<file path="config.mk">
export PLATFORM = sky130hd
export DESIGN_NAME = adc_frame_port
export DESIGN_NICKNAME = d
export VERILOG_FILES = /design/src/rtl/adc_frame_pkg.sv /design/src/rtl/edge_sync.sv /design/src/rtl/frame_seq.sv /design/src/rtl/tx_shifter.sv /design/src/rtl/ctrl_capture.sv /design/src/rtl/adc_frame_port.sv
export SDC_FILE = /design/constraint.sdc
export NUM_CORES = 1
export LEC_CHECK = 0
export BUFFER_PORTS_ARGS = -buffer_cell sky130_fd_sc_hd__buf_4
export CAP_MARGIN = 10
export CORE_MARGIN = 3
export CORE_UTILIZATION = 55
export DETAILED_ROUTE_END_ITERATION = 10
export GPL_ROUTABILITY_DRIVEN = 0
export PLACE_DENSITY_LB_ADDON = 0.15
export SYNTH_ARGS = -nofsm -noshare
export SYNTH_HDL_FRONTEND = slang
export SYNTH_HIERARCHICAL = 1
export SYNTH_SLANG_ARGS = --single-unit
</file>
<file path="constraint.sdc">
create_clock -name clk -period 2 [get_ports clk]
set_input_delay 0.3 -clock clk [delete_from_list [all_inputs] [get_ports clk]]
set_output_delay 0.3 -clock clk [all_outputs]
set_load 0.005 [all_outputs]
</file>
<file path="src/rtl/adc_frame_pkg.sv">
package adc_frame_pkg;
  localparam int CHAN_N = 8;
  localparam int CTRL_W = 16;

  typedef struct packed {
    logic              rpt_en;
    logic [CHAN_N-1:0] chan_en;
    logic              ext_ref;
    logic              temp_en;
    logic              avg_en;
    logic              pdown;
  } cfg_t;

  // Map a received control word onto the field set; w[15] is the write flag,
  // w[5:4] are reserved and not read.
  function automatic cfg_t decode_ctrl(input logic [CTRL_W-1:0] w);
    cfg_t c;
    c.rpt_en = w[14];
    for (int i = 0; i < CHAN_N; i++) c.chan_en[i] = w[13-i];
    c.ext_ref = w[3];
    c.temp_en = w[2];
    c.avg_en  = w[1];
    c.pdown   = w[0];
    return c;
  endfunction
endpackage

</file>
<file path="src/rtl/edge_sync.sv">
module edge_sync #(
  parameter int   STAGES  = 2,
  parameter logic RST_VAL = 1'b0
) (
  input  logic clk,
  input  logic rst_n,
  input  logic async_i,
  output logic level_o,
  output logic rise_o,
  output logic fall_o
);
  logic [STAGES-1:0] chain;
  logic              prev_q;

  genvar g;
  generate
    for (g = 0; g < STAGES; g++) begin : g_stage
      if (g == 0) begin : g_first
        always_ff @(posedge clk or negedge rst_n)
          if (!rst_n) chain[0] <= RST_VAL;
          else        chain[0] <= async_i;
      end else begin : g_next
        always_ff @(posedge clk or negedge rst_n)
          if (!rst_n) chain[g] <= RST_VAL;
          else        chain[g] <= chain[g-1];
      end
    end
  endgenerate

  always_ff @(posedge clk or negedge rst_n)
    if (!rst_n) prev_q <= RST_VAL;
    else        prev_q <= chain[STAGES-1];

  assign level_o = chain[STAGES-1];
  assign rise_o  = chain[STAGES-1] & ~prev_q;
  assign fall_o  = ~chain[STAGES-1] & prev_q;
endmodule

</file>
<file path="src/rtl/frame_seq.sv">
module frame_seq #(
  parameter int FRAME_LEN = 16,
  parameter int ACQ_EDGE  = 14
) (
  input  logic clk,
  input  logic rst_n,
  input  logic start_i,
  input  logic stop_i,
  input  logic edge_i,
  output logic active_o,
  output logic shift_o,
  output logic hold_o,
  output logic acq_o,
  output logic done_o
);
  localparam int CNT_W = $clog2(FRAME_LEN + 1);
  localparam logic [CNT_W-1:0] LAST_M1 = CNT_W'(FRAME_LEN - 1);
  localparam logic [CNT_W-1:0] ACQ_M1  = CNT_W'(ACQ_EDGE - 1);

  logic [CNT_W-1:0] cnt_q;
  logic             active_q;

  assign shift_o  = edge_i & active_q & ~stop_i;
  assign active_o = active_q;

  always_ff @(posedge clk or negedge rst_n) begin
    if (!rst_n) begin
      cnt_q    <= '0;
      active_q <= 1'b0;
      hold_o   <= 1'b0;
      acq_o    <= 1'b0;
      done_o   <= 1'b0;
    end else begin
      hold_o <= 1'b0;
      acq_o  <= 1'b0;
      done_o <= 1'b0;
      if (stop_i) begin
        active_q <= 1'b0;
      end else if (start_i) begin
        active_q <= 1'b1;
        cnt_q    <= '0;
        hold_o   <= 1'b1;
      end else if (shift_o) begin
        cnt_q <= cnt_q + 1'b1;
        if (cnt_q == ACQ_M1) acq_o <= 1'b1;
        if (cnt_q == LAST_M1) begin
          active_q <= 1'b0;
          done_o   <= 1'b1;
        end
      end
    end
  end

  AST_CNT_BOUND: assert property (@(posedge clk) disable iff (!rst_n)
    cnt_q <= CNT_W'(FRAME_LEN));
  AST_DONE_DISABLES: assert property (@(posedge clk) disable iff (!rst_n)
    done_o |-> !active_q);
  AST_HOLD_SINGLE: assert property (@(posedge clk) disable iff (!rst_n)
    hold_o |=> !hold_o);
  AST_HOLD_ENABLES: assert property (@(posedge clk) disable iff (!rst_n)
    hold_o |-> active_q);
  AST_ACQ_SINGLE: assert property (@(posedge clk) disable iff (!rst_n)
    acq_o |=> !acq_o);
endmodule

</file>
<file path="src/rtl/tx_shifter.sv">
module tx_shifter #(
  parameter int WIDTH = 16
) (
  input  logic             clk,
  input  logic             rst_n,
  input  logic             load_i,
  input  logic [WIDTH-1:0] word_i,
  input  logic             shift_i,
  output logic             bit_o
);
  logic [WIDTH-1:0] sh_q;

  always_ff @(posedge clk or negedge rst_n)
    if (!rst_n)       sh_q <= '0;
    else if (load_i)  sh_q <= word_i;
    else if (shift_i) sh_q <= {sh_q[WIDTH-2:0], 1'b0};

  assign bit_o = sh_q[WIDTH-1];

  AST_TX_HOLD: assert property (@(posedge clk) disable iff (!rst_n)
    (!load_i && !shift_i) |=> $stable(sh_q));
endmodule

</file>
<file path="src/rtl/ctrl_capture.sv">
module ctrl_capture
  import adc_frame_pkg::*;
(
  input  logic clk,
  input  logic rst_n,
  input  logic shift_i,
  input  logic bit_i,
  input  logic done_i,
  output cfg_t cfg_o
);
  logic [CTRL_W-1:0] rx_q;
  cfg_t              cfg_q;
  logic              commit;

  always_ff @(posedge clk or negedge rst_n)
    if (!rst_n)       rx_q <= '0;
    else if (shift_i) rx_q <= {rx_q[CTRL_W-2:0], bit_i};

  assign commit = done_i & rx_q[CTRL_W-1];

  always_ff @(posedge clk or negedge rst_n)
    if (!rst_n)      cfg_q <= '0;
    else if (commit) cfg_q <= decode_ctrl(rx_q);

  assign cfg_o = cfg_q;

  AST_CFG_KEEP: assert property (@(posedge clk) disable iff (!rst_n)
    !commit |=> $stable(cfg_q));
endmodule

</file>
<file path="src/rtl/adc_frame_port.sv">
module adc_frame_port
  import adc_frame_pkg::*;
#(
  parameter int TAG_W       = 4,
  parameter int DATA_W      = 12,
  parameter int SYNC_STAGES = 2,
  parameter int ACQ_EDGE    = 14
) (
  input  logic              clk,
  input  logic              rst_n,
  input  logic              sclk_i,
  input  logic              cs_n_i,
  input  logic              sdi_i,
  input  logic [TAG_W-1:0]  res_chan_i,
  input  logic [DATA_W-1:0] res_data_i,
  output logic              sdo_o,
  output logic              sdo_en_o,
  output logic              hold_pulse_o,
  output logic              track_pulse_o,
  output logic              cfg_rpt_o,
  output logic [CHAN_N-1:0] cfg_chan_en_o,
  output logic              cfg_ext_ref_o,
  output logic              cfg_temp_o,
  output logic              cfg_avg_o,
  output logic              cfg_pdown_o
);
  localparam int FRAME_LEN = TAG_W + DATA_W;

  logic sclk_lvl, sclk_rise, sclk_fall;
  logic cs_lvl, cs_rise, cs_fall;
  logic sdi_lvl, sdi_rise, sdi_fall;
  logic shift, done, active;
  cfg_t cfg;

  edge_sync #(.STAGES(SYNC_STAGES), .RST_VAL(1'b1)) u_sclk (
    .clk(clk), .rst_n(rst_n), .async_i(sclk_i),
    .level_o(sclk_lvl), .rise_o(sclk_rise), .fall_o(sclk_fall));
  edge_sync #(.STAGES(SYNC_STAGES), .RST_VAL(1'b1)) u_cs (
    .clk(clk), .rst_n(rst_n), .async_i(cs_n_i),
    .level_o(cs_lvl), .rise_o(cs_rise), .fall_o(cs_fall));
  edge_sync #(.STAGES(SYNC_STAGES), .RST_VAL(1'b0)) u_sdi (
    .clk(clk), .rst_n(rst_n), .async_i(sdi_i),
    .level_o(sdi_lvl), .rise_o(sdi_rise), .fall_o(sdi_fall));

  frame_seq #(.FRAME_LEN(FRAME_LEN), .ACQ_EDGE(ACQ_EDGE)) u_seq (
    .clk(clk), .rst_n(rst_n),
    .start_i(cs_fall), .stop_i(cs_rise), .edge_i(sclk_fall),
    .active_o(active), .shift_o(shift),
    .hold_o(hold_pulse_o), .acq_o(track_pulse_o), .done_o(done));

  tx_shifter #(.WIDTH(FRAME_LEN)) u_tx (
    .clk(clk), .rst_n(rst_n),
    .load_i(cs_fall), .word_i({res_chan_i, res_data_i}),
    .shift_i(shift), .bit_o(sdo_o));

  ctrl_capture u_ctrl (
    .clk(clk), .rst_n(rst_n),
    .shift_i(shift), .bit_i(sdi_lvl), .done_i(done), .cfg_o(cfg));

  assign sdo_en_o      = active;
  assign cfg_rpt_o     = cfg.rpt_en;
  assign cfg_chan_en_o = cfg.chan_en;
  assign cfg_ext_ref_o = cfg.ext_ref;
  assign cfg_temp_o    = cfg.temp_en;
  assign cfg_avg_o     = cfg.avg_en;
  assign cfg_pdown_o   = cfg.pdown;

  logic unused_edges;
  assign unused_edges = sclk_lvl ^ cs_lvl ^ sdi_rise ^ sdi_fall ^ sclk_rise;

  AST_EN_NEEDS_HOLD: assert property (@(posedge clk) disable iff (!rst_n)
    $rose(sdo_en_o) |-> hold_pulse_o);
  AST_STROBES_APART: assert property (@(posedge clk) disable iff (!rst_n)
    !(hold_pulse_o && track_pulse_o));
endmodule

</file>
==> results of run 1 <==
[power groups by stage]
stage               clock network (mW)  registers [mW]  logic, mW
floorplan                            0            1.47      0.179
global placement                     0            1.50      0.252
detailed placement                   0            1.51      0.268
CTS                               1.23            1.48      0.270
global route                      1.28            1.50      0.303
finish                            1.20            1.48      0.265
[through the flow]
| stage | std cells | area (sq um) | power (mW) | setup slack, ns |
|---|---|---|---|---|
| 5_1_grt | 284 | 3058 | 3.085 | 0.1809 |
| 4_1_cts | 284 | 3058 | 2.979 | 0.3417 |
| 3_3_place_gp | 268 | 2836 | 1.749 | 0.4075 |
| 2_1_floorplan | 183 | 2546 | 1.653 | 0.1984 |
| 3_5_place_dp | 268 | 2836 | 1.774 | 0.3523 |
| 6_report | 284 | 3058 | 2.946 | 0.3339 |
[routing by layer]
metal  GRT usage [%]  vias up  wire, um
met5               0        -         0
li1                -      720         -
met3           4.459       11       176
met4           10.87        0       102
met1           21.52      716      1865
met2           27.17       36      1966
[state kept, by name, indices dropped and copies added (netlist names)]
| register | count |
|---|---|
| u_ctrl/rx_q | 16 |
| u_tx/sh_q | 16 |
| u_ctrl/cfg_o | 13 |
| u_seq/cnt_q | 5 |
| u_cs/chain | 1 |
| u_cs/level_o | 1 |
| u_cs/prev_q | 1 |
| u_sclk/chain | 1 |
| u_sclk/level_o | 1 |
| u_sclk/prev_q | 1 |
| u_sdi/chain | 1 |
| u_sdi/level_o | 1 |
| u_seq/acq_o | 1 |
| u_seq/active_o | 1 |
| u_seq/done_o | 1 |
| u_seq/hold_o | 1 |
[layout by cell type, fill, tap and decap left out, drive strengths merged, types with 2 or more instances in the layout]
master	instances
nor2	4
mux2i	16
dfstp	6
o21ai	19
clkinvlp	2
buf	41
mux2	29
dfrtp	56
nand2	19
and3	2
a21oi	3
clkbuf	9
ha	3
bufinv	2
and2b	2
xor2	2
clkinv	2
inv	5
or3	2
[worst max-delay path by stage]
stage,startpoint,to,slack [ns],cells after the start
2_1_floorplan,u_cs/level_o$_DFF_PN1_,u_ctrl/rx_q[10]$_DFFE_PN0P_,0.20,6
3_3_place_gp,u_sclk/prev_q$_DFF_PN1_,u_tx/sh_q[1]$_DFFE_PN0P_,0.41,6
3_5_place_dp,u_sclk/prev_q$_DFF_PN1_,u_ctrl/rx_q[11]$_DFFE_PN0P_,0.35,5
4_1_cts,u_sclk/prev_q$_DFF_PN1_,u_ctrl/rx_q[11]$_DFFE_PN0P_,0.34,5
5_1_grt,u_sclk/prev_q$_DFF_PN1_,u_tx/sh_q[13]$_DFFE_PN0P_,0.18,6
6_report,u_sclk/prev_q$_DFF_PN1_,u_tx/sh_q[1]$_DFFE_PN0P_,0.33,6
[layout make-up]
type	count	share of cell area (%)
sequential	62	50.98
tap	52	2.128
clock inverter	7	3.191
clock buffer	9	4.051
inverter	4	0.4910
timing repair buffer	41	10.07
multi-input combinational	109	29.09
[worst max-delay path: cells and delay by family, from the launching register on]
| family | cells | cell delay [ns] |
|---|---|---|
| AOI/OAI and AO/OA | 1 | 0.09 |
| buffers and inverters | 2 | 0.37 |
| DFF | 1 | 0.52 |
| muxes | 1 | 0.25 |
| and+or+nand+nor | 2 | 0.31 |
==> results.rst, run 1 <==
.. list-table::
   :header-rows: 1

   * - Metric
     - Value
   * - Outcome
     - completed
   * - Leakage dissipation
     - 1.511 nW
   * - Wire length of the first global-routing pass
     - 6948 um
   * - Path category of the worst min-delay check
     - input pin to asynchronous set/reset pin
   * - Type of the worst setup path
     - flip-flop to flip-flop
   * - Port Buffers
     - 37
   * - TritonCTS clock tree
     - built
   * - Kind of start point of the critical path
     - flip-flop
   * - Element type at the critical path end
     - flip-flop
   * - Standard-cell row count
     - 24
   * - Number of antenna-violating nets in the routed design
     - 0
   * - Worst-case reg-to-reg path depth
     - 6
   * - Unrepaired setup endpoints after global routing
     - no
   * - Biggest fanout along the worst timing path
     - 16
   * - Final Core Density
     - 69.27%
   * - Data required, critical path
     - 2.20 ns
   * - Detailed-route DRC error count
     - 0
   * - Routed length per placed instance
     - 14.47 um
   * - Shortest period the worst path allows
     - 1.666 ns
   * - I/O pins
     - 38
   * - Number of warnings printed during yosys synthesis
     - 6
   * - Maximum number of pins on one net before global-route repair
     - 63
   * - Setup violation total in the final timing report
     - 0
   * - Slowest stage cell, crit path
     - sky130_fd_sc_hd__dfstp_2
   * - Final Cycle Share
     - 83.30%
   * - Area growth from synthesis to layout
     - 20.10%
   * - Data arrival time of the critical path
     - 1.86 ns
   * - Mapped cell area
     - 2546 sq um
   * - Area of the die
     - 5482 sq um
   * - Later-pin clock latency in the skew report
     - 0.33 ns
   * - Clk_skew
     - 0.01005 ns
   * - CTS max path bufs
     - 2
   * - Register cell area after layout
     - 1559 sq um
   * - Clock transition at the registers of the reported paths
     - 0.07 ns
   * - Nets
     - 251
   * - Via count of the first global-routing pass
     - 1524
   * - Peak ir drop on the vdd network
     - 0.6586 mV
   * - Multi-input gate area in the final layout
     - 889.6 sq um
   * - Total routing usage reported by global routing
     - 17.35%
   * - Height of the die
     - 74.04 um
   * - Mapped Nets
     - 207
   * - Average vias per placed instance
     - 5.222
   * - Num CTS Buffers
     - 9
   * - Number of setup buffers added after CTS
     - 0
   * - X dimension of the die
     - 74.04 um
   * - Power density cells
     - 963.4 nW/um^2
   * - Fraction of final layout cells sized beyond drive strength 1
     - 42.24%
   * - Internal Power
     - 2.238 mW
   * - Post-route worst hold slack
     - 0.03397 ns
   * - Count of instances resized after the clock tree is built
     - 0
   * - Highest attainable clock frequency
     - 600.2 MHz
   * - Post-Route Setup TNS
     - 0 ns
   * - R2r setup slk
     - 0.33 ns
   * - Length of the first detailed-routing pass in iterations
     - 4
   * - Number of antenna violations at the first check in global routing
     - 0
   * - Sw Pwr
     - 0.7084 mW
   * - Residual overflow from global routing
     - 0
   * - Count of routing violations after the opening detailed-route iteration
     - 67
   * - Worst relative slew slack
     - 50.90%
   * - Via count of the routed design
     - 1483
   * - Initial standard-cell utilization of the core
     - 57.68%
   * - Sinks on the clock net
     - 62
   * - Total core area
     - 4414 sq um
   * - Post-CTS Hold Fix Bufs
     - 0
   * - Fraction of power consumed by sequential logic
     - 50.4%
   * - Clock root buffer
     - sky130_fd_sc_hd__clkbuf_8
   * - Maximum capacitance violations
     - 0
   * - Share of power burned in combinational logic
     - 9.0%
   * - Max-slew violation total from the final report
     - 0
   * - Final Hold Fails
     - 0
   * - Transition at the pin with the smallest max-transition slack
     - 0.7365 ns
   * - Cell chain of the critical path
     - and2b_2, nand3b_4, inv_1, buf_4, mux2i_1, o21ai_0
   * - Ant. Diodes
     - 0
   * - Wire length reported by the detailed router
     - 4110 um
   * - Final-layout fill cell count
     - 322
   * - Syn avg cell area
     - 13.91 sq um
   * - Endpoint of the worst-slack reg-to-reg timing path
     - u_tx/sh_q[1]$_DFFE_PN0P_
   * - Number of instances in the synthesized netlist
     - 183
   * - Detailed Place HPWL
     - 2729 um
   * - Critical R2R Launch
     - u_sclk/prev_q$_DFF_PN1_
   * - Crit path largest cell delay
     - 0.52 ns
   * - Net switching fraction of the power
     - 24.05%
   * - Clock group share of total power
     - 40.6%
   * - CTS H-Tree Depth
     - 3
Power figures use the tool's default switching activity.
==> inputs of run 2 (changes only) <==
--- a/config.mk
+++ b/config.mk
@@ -5,6 +5,7 @@
 export SDC_FILE = /design/constraint.sdc
 export NUM_CORES = 1
 export LEC_CHECK = 0
+export ABC_AREA = 1
 export BUFFER_PORTS_ARGS = -buffer_cell sky130_fd_sc_hd__buf_4
 export CAP_MARGIN = 10
 export CORE_MARGIN = 3
==> constraint.sdc (replaced) <==
create_clock -name clk -period 1.55 [get_ports clk]
set_input_delay 0.2325 -clock clk [delete_from_list [all_inputs] [get_ports clk]]
set_output_delay 0.2325 -clock clk [all_outputs]
set_load 0.005 [all_outputs]
==> run 2 against run 1 <==
  * Total power grew 23%
  * Synthesized cell count grew 49%
  * Final cell count grew 35%
  * Area after synthesis grew 0.59%
  * Global-route usage grew 2.0 points
  * Die area grew 0.54%
  * Sequential share of layout area shrank 2.5 points
  * Utilization grew 3.6 points
  * Design area grew 5.2%
  * Via count grew 31%
  * Clock-buffer cell count grew 6
  * Largest power group unchanged
==> results.rst, run 2 <==
.. list-table::
   :header-rows: 1

   * - Metric
     - Value
   * - Final Core Density
     - 72.85%
   * - Cell chain of the critical path
     - inv_1, nor2_2, nand2_2, nor2_4, buf_12, nor2_8, nand2_1, nand3_1
   * - Leading cell type in the layout, fill and taps excluded
     - sky130_fd_sc_hd__nand2_1
   * - CTS max path bufs
     - 2
   * - Number of antenna-violating nets in the routed design
     - 0
   * - Bufs and invs on worst path
     - 2
   * - Detailed-route DRC error count
     - 0
   * - Nets
     - 350
   * - Element type at the critical path end
     - flip-flop
   * - Type of the worst setup path
     - flip-flop to flip-flop
   * - Shortest period the worst path allows
     - 1.452 ns
   * - Clk_skew
     - 0.005870 ns
   * - Port Buffers
     - 37
   * - Mapped cell area
     - 2561 sq um
   * - Power density cells
     - 1124 nW/um^2
   * - CP Depth
     - 8
   * - TritonCTS clock tree
     - built
   * - Number of instances in the synthesized netlist
     - 273
   * - Detailed Place HPWL
     - 3237 um
   * - Via count of the first global-routing pass
     - 1798
   * - Area growth from synthesis to layout
     - 25.55%
   * - Number of warnings printed during yosys synthesis
     - 6
   * - Standard-cell row count
     - 24
   * - Number of antenna violations at the first check in global routing
     - 0
   * - Residual overflow from global routing
     - 0
   * - Data arrival time of the critical path
     - 1.65 ns
   * - Data required, critical path
     - 1.75 ns
   * - Wire length reported by the detailed router
     - 4806 um
   * - Clock root buffer
     - sky130_fd_sc_hd__clkbuf_8
   * - Later-pin clock latency in the skew report
     - 0.32 ns
   * - Multi-input gate area in the final layout
     - 824.5 sq um
   * - Length of the first detailed-routing pass in iterations
     - 4
   * - Leakage dissipation
     - 1.621 nW
   * - Hold path depth
     - 3
   * - CTS H-Tree Depth
     - 3
   * - Path category of the worst min-delay check
     - input pin to flip-flop
   * - Num CTS Buffers
     - 9
   * - Mapped Nets
     - 297
   * - Maximum capacitance violations
     - 0
   * - Height of the die
     - 74.24 um
   * - Total routing usage reported by global routing
     - 19.38%
   * - Fraction of final layout cells sized beyond drive strength 1
     - 24.85%
   * - Average vias per placed instance
     - 5.102
   * - Cell family contributing the most delay on the critical path
     - simple AND/OR/NAND/NOR gates
   * - Clock transition at the registers of the reported paths
     - 0.06 ns
   * - X dimension of the die
     - 74.24 um
   * - Area of the die
     - 5512 sq um
   * - Worst-case reg-to-reg path depth
     - 8
   * - Ant. Diodes
     - 0
   * - Routed length per placed instance
     - 12.58 um
   * - Initial standard-cell utilization of the core
     - 58.02%
   * - Register cell area after layout
     - 1559 sq um
   * - Setup violation total in the final timing report
     - 0
   * - Via count of the routed design
     - 1949
   * - Max-slew violation total from the final report
     - 0
   * - Slowest stage cell, crit path
     - sky130_fd_sc_hd__dfstp_2
   * - Crit path largest cell delay
     - 0.52 ns
   * - Peak ir drop on the vdd network
     - 0.7126 mV
   * - I/O pins
     - 38
   * - Total core area
     - 4414 sq um
   * - Placed Instance Area
     - 2917 sq um
   * - Kind of start point of the critical path
     - flip-flop
   * - Outcome
     - completed
   * - Maximum number of pins on one net before global-route repair
     - 32
   * - Transition at the pin with the smallest max-transition slack
     - 0.4289 ns
   * - Worst relative slew slack
     - 71.41%
   * - Final Hold Fails
     - 0
   * - Final Cycle Share
     - 93.70%
   * - Highest attainable clock frequency
     - 688.6 MHz
   * - Final-layout fill cell count
     - 327
   * - Syn avg cell area
     - 9.382 sq um
   * - Sinks on the clock net
     - 62
   * - Wire length of the first global-routing pass
     - 8004 um
   * - Count of routing violations after the opening detailed-route iteration
     - 148
   * - Biggest fanout along the worst timing path
     - 16
   * - Commonest cells after routing, fill and taps aside
     - 83 x sky130_fd_sc_hd__nand2_1, 56 x sky130_fd_sc_hd__dfrtp_1, 48 x sky130_fd_sc_hd__nand3_1, 45 x sky130_fd_sc_hd__buf_4, 23 x sky130_fd_sc_hd__inv_1
   * - Post-route standard cell area excluding fillers
     - 3216 sq um
-- run 2: path summary, 6_finish.rpt --
check                                             start                   endpoint  slack [ns]
worst max-delay path            u_sclk/prev_q$_DFF_PN1_  u_tx/sh_q[15]$_DFFE_PN0P_         0.1
worst min-delay path                      res_data_i[0]   u_tx/sh_q[0]$_DFFE_PN0P_        0.11
worst max register to register  u_sclk/prev_q$_DFF_PN1_  u_tx/sh_q[15]$_DFFE_PN0P_         0.1
worst min register to register  u_cs/chain[0]$_DFF_PN1_     u_cs/level_o$_DFF_PN1_        0.35
max in group asynchronous                         rst_n    u_cs/chain[0]$_DFF_PN1_        0.61
min in group asynchronous                         rst_n     u_seq/done_o$_DFF_PN0_        0.39
-- run 2: cell type report --
class,count,share of cell area (%)
clock buffer,15,5.798
inverter,26,3.035
multi-input combinational,173,25.64
timing repair buffer,54,15.02
tap,52,2.023
sequential,62,48.48
-- run 2: layer usage --
metal,share of wire [%],vias to the layer above,global-route usage (%)
li1,-,970,-
met1,44,937,25.31
met2,51,38,30.41
met3,4.4,4,6.486
met4,0.69,0,7.115
met5,0,-,0
-- run 2: per-stage QoR --
step | instances | total power [mW] | setup TNS [ns] | setup WS, ns | hold slack, ns
CTS | 376 | 3.620 | 0 | 0.01888 | 0.0006920
global placement | 360 | 2.286 | 0 | 0.07156 | 0.1902
global route | 382 | 3.813 | -0.04869 | -0.01390 | 0.1005
floorplan | 273 | 2.129 | 0 | 0.05614 | -0.06309
detailed placement | 360 | 2.306 | 0 | 0.02968 | 0.1995
finish | 382 | 3.616 | 0 | 0.09770 | 0.1145
-- run 2: worst register-to-register path, stage by stage (launching register included) --
cell                      delay, ns
sky130_fd_sc_hd__dfstp_2       0.52
sky130_fd_sc_hd__inv_1         0.04
sky130_fd_sc_hd__nor2_2        0.10
sky130_fd_sc_hd__nand2_2       0.08
sky130_fd_sc_hd__nor2_4        0.20
sky130_fd_sc_hd__buf_12        0.17
sky130_fd_sc_hd__nor2_8        0.07
sky130_fd_sc_hd__nand2_1       0.08
sky130_fd_sc_hd__nand3_1       0.07
-- run 2: report_power, final --
part	switching (mW)	total, mW	leakage, nW	internal [mW]
registers	0.127	1.92	0.805	1.79
logic	0.214	0.398	0.720	0.183
clock network	0.551	1.30	0.0958	0.749
total	0.892	3.62	1.62	2.72
-- run 2: timing repair --
item | 4_1_cts | 5_1_grt
setup endpoints to repair | 0 | 33
endpoints found under the hold margin | 26 | 3
hold buffers | 1 | 3
gates resized for setup | 0 | 6
buffers inserted | 0 | 2
